$ cat config.mk
export PLATFORM = sky130hd
export DESIGN_NAME = ingress_bp_gen
export DESIGN_NICKNAME = d
export VERILOG_FILES = /design/src/rtl/ibp_pkg.sv /design/src/rtl/ibp_level_cmp.sv /design/src/rtl/ibp_seg_scan.sv /design/src/rtl/ibp_ovf_det.sv /design/src/rtl/ingress_bp_gen.sv
export SDC_FILE = /design/constraint.sdc
export NUM_CORES = 1
export LEC_CHECK = 0
export BUFFER_PORTS_ARGS = -buffer_cell sky130_fd_sc_hd__buf_2
export CAP_MARGIN = 5
export CORE_ASPECT_RATIO = 1.5
export CORE_MARGIN = 5
export CORE_UTILIZATION = 46
export CTS_BUF_LIST = sky130_fd_sc_hd__clkbuf_4 sky130_fd_sc_hd__clkbuf_8
export DETAILED_ROUTE_END_ITERATION = 16
export PLACE_DENSITY = 0.95
export RECOVER_POWER = 25
export SLEW_MARGIN = 40
export SYNTH_ARGS = -nofsm -noshare
export SYNTH_HDL_FRONTEND = slang
export SYNTH_HIERARCHICAL = 1
export SYNTH_SLANG_ARGS = --single-unit
$ cat constraint.sdc
create_clock -name clk -period 1.55 [get_ports clk]
set_input_delay 0.465 -clock clk [delete_from_list [all_inputs] [get_ports clk]]
set_output_delay 0.465 -clock clk [all_outputs]
set_load 0.05 [all_outputs]
$ cat src/rtl/ibp_pkg.sv
package ibp_pkg;
    typedef enum logic [1:0] {
        BP_OFF  = 2'd0,
        BP_OPEN = 2'd1,
        BP_HOLD = 2'd2
    } bp_state_t;
endpackage

$ cat src/rtl/ibp_level_cmp.sv
module ibp_level_cmp #(
    parameter int UNIT_BYTES = 128,
    parameter int STEPS      = 16,
    parameter int WM_W       = 5,
    parameter int FILL_W     = 12
) (
    input  logic              clk,
    input  logic              rst_n,
    input  logic [WM_W-1:0]   wm,
    input  logic [FILL_W-1:0] fill,
    output logic              hit
);
    localparam logic [WM_W-1:0]   WM_MAX  = WM_W'(STEPS);
    localparam logic [FILL_W-1:0] UNIT_V  = FILL_W'(UNIT_BYTES);
    localparam logic [FILL_W-1:0] FULL_V  = FILL_W'(UNIT_BYTES * STEPS);

    logic [WM_W-1:0]   wm_eff;
    logic [FILL_W-1:0] thr_bytes;

    always_comb begin
        wm_eff    = (wm > WM_MAX) ? WM_MAX : wm;
        thr_bytes = FILL_W'(wm_eff) * UNIT_V;
        hit       = (fill >= thr_bytes);
    end


    top_wm_full_only_chk: assert property (@(posedge clk) disable iff (!rst_n)
        (wm >= WM_MAX && fill < FULL_V) |-> !hit);
endmodule

$ cat src/rtl/ibp_seg_scan.sv
module ibp_seg_scan #(
    parameter int NUM_ID = 8,
    parameter int SEG_W  = 6
) (
    input  logic [NUM_ID-1:0]       active,
    input  logic [NUM_ID-1:0]       map_en,
    input  logic [NUM_ID*SEG_W-1:0] free_cnt,
    input  logic [NUM_ID*SEG_W-1:0] thr,
    output logic                    hit
);
    logic [NUM_ID-1:0] short_q;

    for (genvar g = 0; g < NUM_ID; g++) begin : g_id
        assign short_q[g] = active[g] & map_en[g] &
                            (free_cnt[g*SEG_W +: SEG_W] <= thr[g*SEG_W +: SEG_W]);
    end

    assign hit = |short_q;
endmodule

$ cat src/rtl/ibp_ovf_det.sv
module ibp_ovf_det #(
    parameter int NUM_ID = 8,
    parameter int SEG_W  = 6,
    parameter int ID_W   = 3
) (
    input  logic                    clk,
    input  logic                    rst_n,
    input  logic                    frag_vld,
    input  logic [ID_W-1:0]         frag_id,
    input  logic [NUM_ID*SEG_W-1:0] free_cnt,
    output logic                    ovf_evt,
    output logic [ID_W-1:0]         ovf_id
);
    logic [SEG_W-1:0] free_sel;

    always_comb begin
        free_sel = '0;
        for (int i = 0; i < NUM_ID; i++) begin
            if (frag_id == ID_W'(i)) free_sel = free_cnt[i*SEG_W +: SEG_W];
        end
    end

    always_ff @(posedge clk or negedge rst_n) begin
        if (!rst_n) begin
            ovf_evt <= 1'b0;
            ovf_id  <= '0;
        end else begin
            ovf_evt <= frag_vld && (free_sel == '0);
            ovf_id  <= frag_id;
        end
    end


    ovf_quiet_chk: assert property (@(posedge clk) disable iff (!rst_n)
        !frag_vld |=> !ovf_evt);

    ovf_tag_chk: assert property (@(posedge clk) disable iff (!rst_n)
        frag_vld |=> (ovf_id == $past(frag_id)));
endmodule

$ cat src/rtl/ingress_bp_gen.sv
module ingress_bp_gen
    import ibp_pkg::*;
#(
    parameter int NUM_ID     = 8,
    parameter int SEG_W      = 6,
    parameter int UNIT_BYTES = 128,
    parameter int STEPS      = 16,
    parameter int WM_W       = $clog2(STEPS + 1),
    parameter int FILL_W     = $clog2(UNIT_BYTES * STEPS + 1),
    parameter int ID_W       = (NUM_ID > 1) ? $clog2(NUM_ID) : 1
) (
    input  logic                    clk,
    input  logic                    rst_n,
    input  logic                    cfg_bp_en,
    input  logic [WM_W-1:0]         cfg_wm,
    input  logic [FILL_W-1:0]       fill_bytes,
    input  logic [NUM_ID-1:0]       id_active,
    input  logic [NUM_ID-1:0]       id_map_en,
    input  logic [NUM_ID*SEG_W-1:0] seg_free,
    input  logic [NUM_ID*SEG_W-1:0] seg_thr,
    input  logic                    frag_vld,
    input  logic [ID_W-1:0]         frag_id,
    output logic                    bp_out,
    output logic                    ovf_evt,
    output logic [ID_W-1:0]         ovf_id
);
    logic      lvl_hit;
    logic      seg_hit;
    logic      trig;
    bp_state_t state_q;
    bp_state_t state_d;

    ibp_level_cmp #(
        .UNIT_BYTES(UNIT_BYTES), .STEPS(STEPS), .WM_W(WM_W), .FILL_W(FILL_W)
    ) u_level (
        .clk(clk), .rst_n(rst_n), .wm(cfg_wm), .fill(fill_bytes), .hit(lvl_hit)
    );

    ibp_seg_scan #(.NUM_ID(NUM_ID), .SEG_W(SEG_W)) u_scan (
        .active(id_active), .map_en(id_map_en),
        .free_cnt(seg_free), .thr(seg_thr), .hit(seg_hit)
    );

    ibp_ovf_det #(.NUM_ID(NUM_ID), .SEG_W(SEG_W), .ID_W(ID_W)) u_ovf (
        .clk(clk), .rst_n(rst_n), .frag_vld(frag_vld), .frag_id(frag_id),
        .free_cnt(seg_free), .ovf_evt(ovf_evt), .ovf_id(ovf_id)
    );

    assign trig = lvl_hit | seg_hit;

    always_comb begin
        state_d = state_q;
        unique case (state_q)
            BP_OFF: begin
                if (cfg_bp_en) state_d = trig ? BP_HOLD : BP_OPEN;
            end
            BP_OPEN: begin
                if (!cfg_bp_en) state_d = BP_OFF;
                else if (trig)  state_d = BP_HOLD;
            end
            BP_HOLD: begin
                if (!cfg_bp_en) state_d = BP_OFF;
                else if (!trig) state_d = BP_OPEN;
            end
            default: state_d = BP_OFF;
        endcase
    end

    always_ff @(posedge clk or negedge rst_n) begin
        if (!rst_n) state_q <= BP_OFF;
        else        state_q <= state_d;
    end

    always_comb begin
        bp_out = (state_q == BP_HOLD);
    end


    bp_disabled_chk: assert property (@(posedge clk) disable iff (!rst_n)
        !cfg_bp_en |=> !bp_out);

    bp_level_chk: assert property (@(posedge clk) disable iff (!rst_n)
        (cfg_bp_en && lvl_hit) |=> bp_out);

    bp_seg_chk: assert property (@(posedge clk) disable iff (!rst_n)
        (cfg_bp_en && seg_hit) |=> bp_out);

    bp_release_chk: assert property (@(posedge clk) disable iff (!rst_n)
        (!lvl_hit && !seg_hit) |=> !bp_out);
endmodule

# Word-level counts from Yosys, hierarchy flattened
# Index checks and enable logic that the tools add are counted.
[totals]
inputBits = 136
wordCells = 64
ff_bits = 6
[op_classes]
n_bitwise = 17
n_reduce_logical = 6
magnitude_cmp = 10
n_eq_ne = 12
muxes = 16
[op_table]
columns = ["cell", "count"]
rows = [
  ["$le 6x6->1", 8],
  ["$mux 6", 8],
  ["$and 1x1->1", 16],
  ["$eq 3x3->1 const B", 4],
  ["$ge 12x12->1", 1],
  ["$mux 2", 6],
  ["$reduce_or 8->1", 1],
  ["$eq 3x2->1 const B", 2],
  ["$logic_not 6->1", 1],
  ["$ne 3x3->1 const B", 2],
  ["$pmux 2 s3", 1],
  ["$gt 5x5->1 const B", 1],
  ["$mux 5", 1],
  ["$eq 3x1->1 const B", 1],
  ["$logic_not 3->1", 1],
  ["$reduce_and 3->1", 1],
  ["$eq 2x1->1 const B", 1],
  ["$eq 2x2->1 const B", 1],
  ["$logic_not 2->1", 1],
  ["$ne 2x2->1 const B", 1],
  ["$logic_and 1x1->1", 1],
  ["$or 1x1->1", 1],
]

# Longest topological paths before layout
[depth]
ltp_word = 11
mapped_depth = 9
ltp_nobuf = 9

# Modules after synthesis
# Netlist, hierarchy kept.
[by_module_without_submodules]
columns = ["module", "area_each_um2", "cells_per_inst", "seq_area_each_um2", "n_inst"]
rows = [
  ["ibp_seg_scan", 1276.2, 186, 0.0, 1],
  ["ibp_ovf_det", 397.9, 52, 100.1, 1],
  ["ibp_level_cmp", 148.9, 19, 0.0, 1],
  ["ingress_bp_gen", 86.3, 7, 50.0, 1],
]

# Worst setup path after synthesis
# Ideal clock, no wire load.
[synth_timing]
path_kind = "input port to flip-flop"
start = "input seg_thr[33]"
end = "register state_q[1]"
setup_slack_ns = -0.375
path_buffers = 0
t_arrival_ns = 1.808
path_stages = 9
setup_time_ns = 0.117
cell_sequence = "inv_1 ha_1 nand4_2 nor3_1 or3_1 a2111oi_2 nand4_1 nor2_1 nor2_1"
[synth_between]
elab_chain_cells = 7
elab_cells_between_ends = 10
cone_classes = "order compare: 1; eq/ne: 2; mux: 3; bitwise: 2; reduce/logical: 2"
[synth_lines]
columns = ["element", "line", "rtl"]
rows = [
  ["start, declared", "ingress_bp_gen.sv:20", "input logic [NUM_ID*SEG_W-1:0] seg_thr,"],
  ["$le 6x6->1 (*)", "ibp_seg_scan.sv:15", "(free_cnt[g*SEG_W +: SEG_W] <= thr[g*SEG_W +: SEG_W]);"],
  ["$and 1x1->1 (*)", "ibp_seg_scan.sv:14", "assign short_q[g] = active[g] & map_en[g] &"],
  ["$reduce_or 8->1 (*)", "ibp_seg_scan.sv:18", "assign hit = |short_q;"],
  ["net seg_hit", "ingress_bp_gen.sv:28", "logic seg_hit;"],
  ["$or 1x1->1 (*)", "ingress_bp_gen.sv:49", "assign trig = lvl_hit | seg_hit;"],
  ["$mux 2 (2 in a row)", "ingress_bp_gen.sv:55", "if (cfg_bp_en) state_d = trig ? BP_HOLD : BP_OPEN;"],
  ["$pmux 2 s3", "ingress_bp_gen.sv:53", "unique case (state_q)"],
  ["end signal, assigned", "ingress_bp_gen.sv:71", "else state_q <= state_d;"],
  ["end, declared", "ingress_bp_gen.sv:30", "bp_state_t state_q;"],
]
# Mark *: on every way through the listed nets, which the timed path passes. The rest lies on a longest branch. The select of a mux whose other input is x is not followed.
# A chain may end at the register's enable or synchronous reset.

# Worst setup path after layout
[layout_timing]
start = "input seg_thr[17]"
end = "register state_q[1]"
# The elaborated chain is that of the path after synthesis.

==> reports/results.tsv <==
stage	metric	value	unit
status	run status	finished with violations	
status	failing checks	setup timing	
drt	number of nets with antenna violations after routing	0	
drt	final wirelength	8.38	mm
synth	synth warn	6	
drt	vias after detailed routing	2757	
setup_path	crit-path max FO	2	
placed_design	Post-DP Area	3150	um2
drt	Initial DRC Count	88	
synth	Synth Instances	264	
global_routing	Total GRT Usage	0.289	
floorplan	num rows	28	
synth	Post-synth EDFFs	0	
timing	Final Max Slew Viols	0	
floorplan	Initial Util	0.478	
floorplan	Boundary Pins	141	
drt	WL/cell	17.0	um
setup_path	kind of critical path	in2reg	
clock_tree	CTS tree	yes	
layout	n_diodes	0	
setup_path	Setup crit start kind	primary input	
floorplan	core area	3990	um2
floorplan	Horiz. Die Dim	62.6	um
power	Pwr per Cell Area	376	nW/um2
timing	Worst-Margin Slew	409	ps
global_routing	antenna violations before repair	0	
synth	syn avg cell area	7.23	um2
drt	wl on met1	2.59	mm
drt	Pre-antenna DRT Iters	4	
global_routing	gr ovfl total	0	
layout	ratio of cells with drive above 1 in the final layout	0.537	
clock_tree	clk_lat worst skew	220	ps
timing	Setup-failing EPs final	3	
setup_path	CP Data Required Time	1660	ps
clock_tree	Num CTS Buffers	3	
placed_design	placer congestion estimate	0.864	
synth	Synth cell types	39	
timing	RSZ-0062 raised after global routing	yes	
timing	setup ws final	-394	ps
placed_design	DP Wirelength	6.62	mm
drt	Max Used Layer	met4	
layout	final instance area	3430	um2
setup_path	Critical Path End Type	flop	
clock_tree	Reg clk slew, reported paths	40	ps
setup_path	Crit path arrival time	2050	ps
synth	sequential-to-total area share from yosys stat	0.0786	
timing	Max-slew headroom	0.723	
timing	Final Critical Period	1940	ps
timing	Max Clock Freq	514	MHz
worst_hold_path	Hold Crit Class	in2async	
synth	FF+latch count, synth	6	
clock_tree	H-tree Lvls	1	
floorplan	Die ar.	5570	um2
layout	number of fill cells	237	
synth	Most used DFF post-synth	dfrtp_1	
floorplan	Die Y-Extent	88.9	um
drt	routed length on met3	701	um
power	P_leak	1.84	nW
timing	final hold violations	0	
synth	Synthesized Nets	453	
timing	clock skew	1.31	ps
power	VDD IR max	0.000430	V
setup_path	crit path from	seg_thr[17]	
drt	DRC viols	0	
layout	Final #Nets	638	
synth	Mapped Area	1910	um2
clock_tree	clk root buf	clkbuf_8	
drt	met2 WL	4.57	mm
global_routing	pin count of the biggest net entering global routing	16	
drt	drt via density	5.60	
power	power after layout	0.00129	W
global_routing	global-route wire length before repair	12.8	mm
timing	final worst path period share	1.25	
layout	area growth from synthesis to layout	79.9	%
run	MaxCap Viol Count	0	
global_routing	vias in the first global route	3035	
clock_tree	Bufs on Longest Clock Path	2	
synth	ys async rst share	1.00	
placed_design	Port Buffer Count	140	
setup_path	FF-to-FF Start	state_q[0]$_DFFE_PN0P_	
clock_tree	Clock Sinks	6	
[timing repair]
action,4_1_cts,5_1_grt
gates resized for setup,42,11
setup endpoints to repair,3,3
pin swaps,24,11
hold buffers,0,0
setup buffers,1,0
[sequential cells by signal (all words and copies together) (netlist names)]
name           flops
state_q            2
u_ovf/ovf_evt      1
u_ovf/ovf_id       3
[final cells by class]
cell class,count,area (um2),share of cell area
inverter,58,240,0.0699
clock buffer,3,41.3,0.0120
sequential,6,150,0.0437
timing repair buffer,183,1100,0.321
multi-input combinational,197,1850,0.537
tap,45,56.3,0.0164
[per-stage QoR]
step / setup TNS (ps) / utilization / hold slack (ps) / cells / setup WS (ps)
after global placement: -1710 / 0.789 / 286 / 490 / -696
after floorplan: -615 / - / 169 / 264 / -343
final: -776 / 0.860 / 112 / 492 / -394
after detailed placement: -1900 / 0.789 / 295 / 490 / -756
after global routing: -967 / 0.860 / 155 / 492 / -456
after CTS: -484 / 0.843 / 62.3 / 492 / -285
[cells by family after synthesis]
family / count (synthesis) / share of synthesized area
flops: 6 / 0.0786
compound gates: 49 / 0.176
fa+ha+maj: 53 / 0.347
buf+inv: 61 / 0.121
simple gates: 95 / 0.277
[synthesized netlist by cell type (all sizes together) (6+ instances only)]
cell     count  area share
dfrtp        6       0.079
a21oi       19       0.050
a2111oi      6       0.034
o21ai        7       0.020
nand2       18       0.035
inv         58        0.11
nor3        16       0.045
nor2        14       0.028
nand2b       9       0.029
ha          53        0.35
nand3        8       0.021
nand4       11       0.039
[worst max-delay path, stage by stage]
cell	delay (ps)
buf_6	100
inv_2	60
ha_4	200
nand4_1	130
nor3_2	80
or3_4	400
a2111oi_4	270
nand4_1	170
nor2_1	120
nor2_1	50
[layout by cell type, fill, tap and decap left out, types with 9 or more instances in the layout]
cell	n
buf_2	127
inv_1	45
buf_4	43
ha_1	38
nand2_1	18
a21oi_1	15
ha_4	15
nor2_1	13
nor3_1	12
buf_6	11
nand4_1	10
nand2b_1	9
[worst paths after layout]
check                                                  to  cells after the start  slack [ps]
max in group asynchronous       u_ovf/ovf_id[1]$_DFF_PN0_                      1        1200
worst max-delay path               state_q[1]$_DFFE_PN0P_                     10        -390
worst max register to register     state_q[0]$_DFFE_PN0P_                      2         720
min in group clk                  u_ovf/ovf_evt$_DFF_PN0_                      3         520
worst min register to register     state_q[0]$_DFFE_PN0P_                      2         570
worst min-delay path            u_ovf/ovf_id[0]$_DFF_PN0_                      1         110
[power breakdown]
group | switching [W] | internal, W | leakage (nW)
registers | 0.00000393 | 0.000168 | 0.0743
clock network | 0.0000638 | 0.000167 | 0.0216
logic | 0.000435 | 0.000455 | 1.74
[per-layer routing]
layer	track usage	vias up
met1	0.241	1228
met2	0.598	170
li1	-	1307
met5	0	-
met3	0.0629	52
met4	0.185	0
Power figures use the tool's default switching activity.
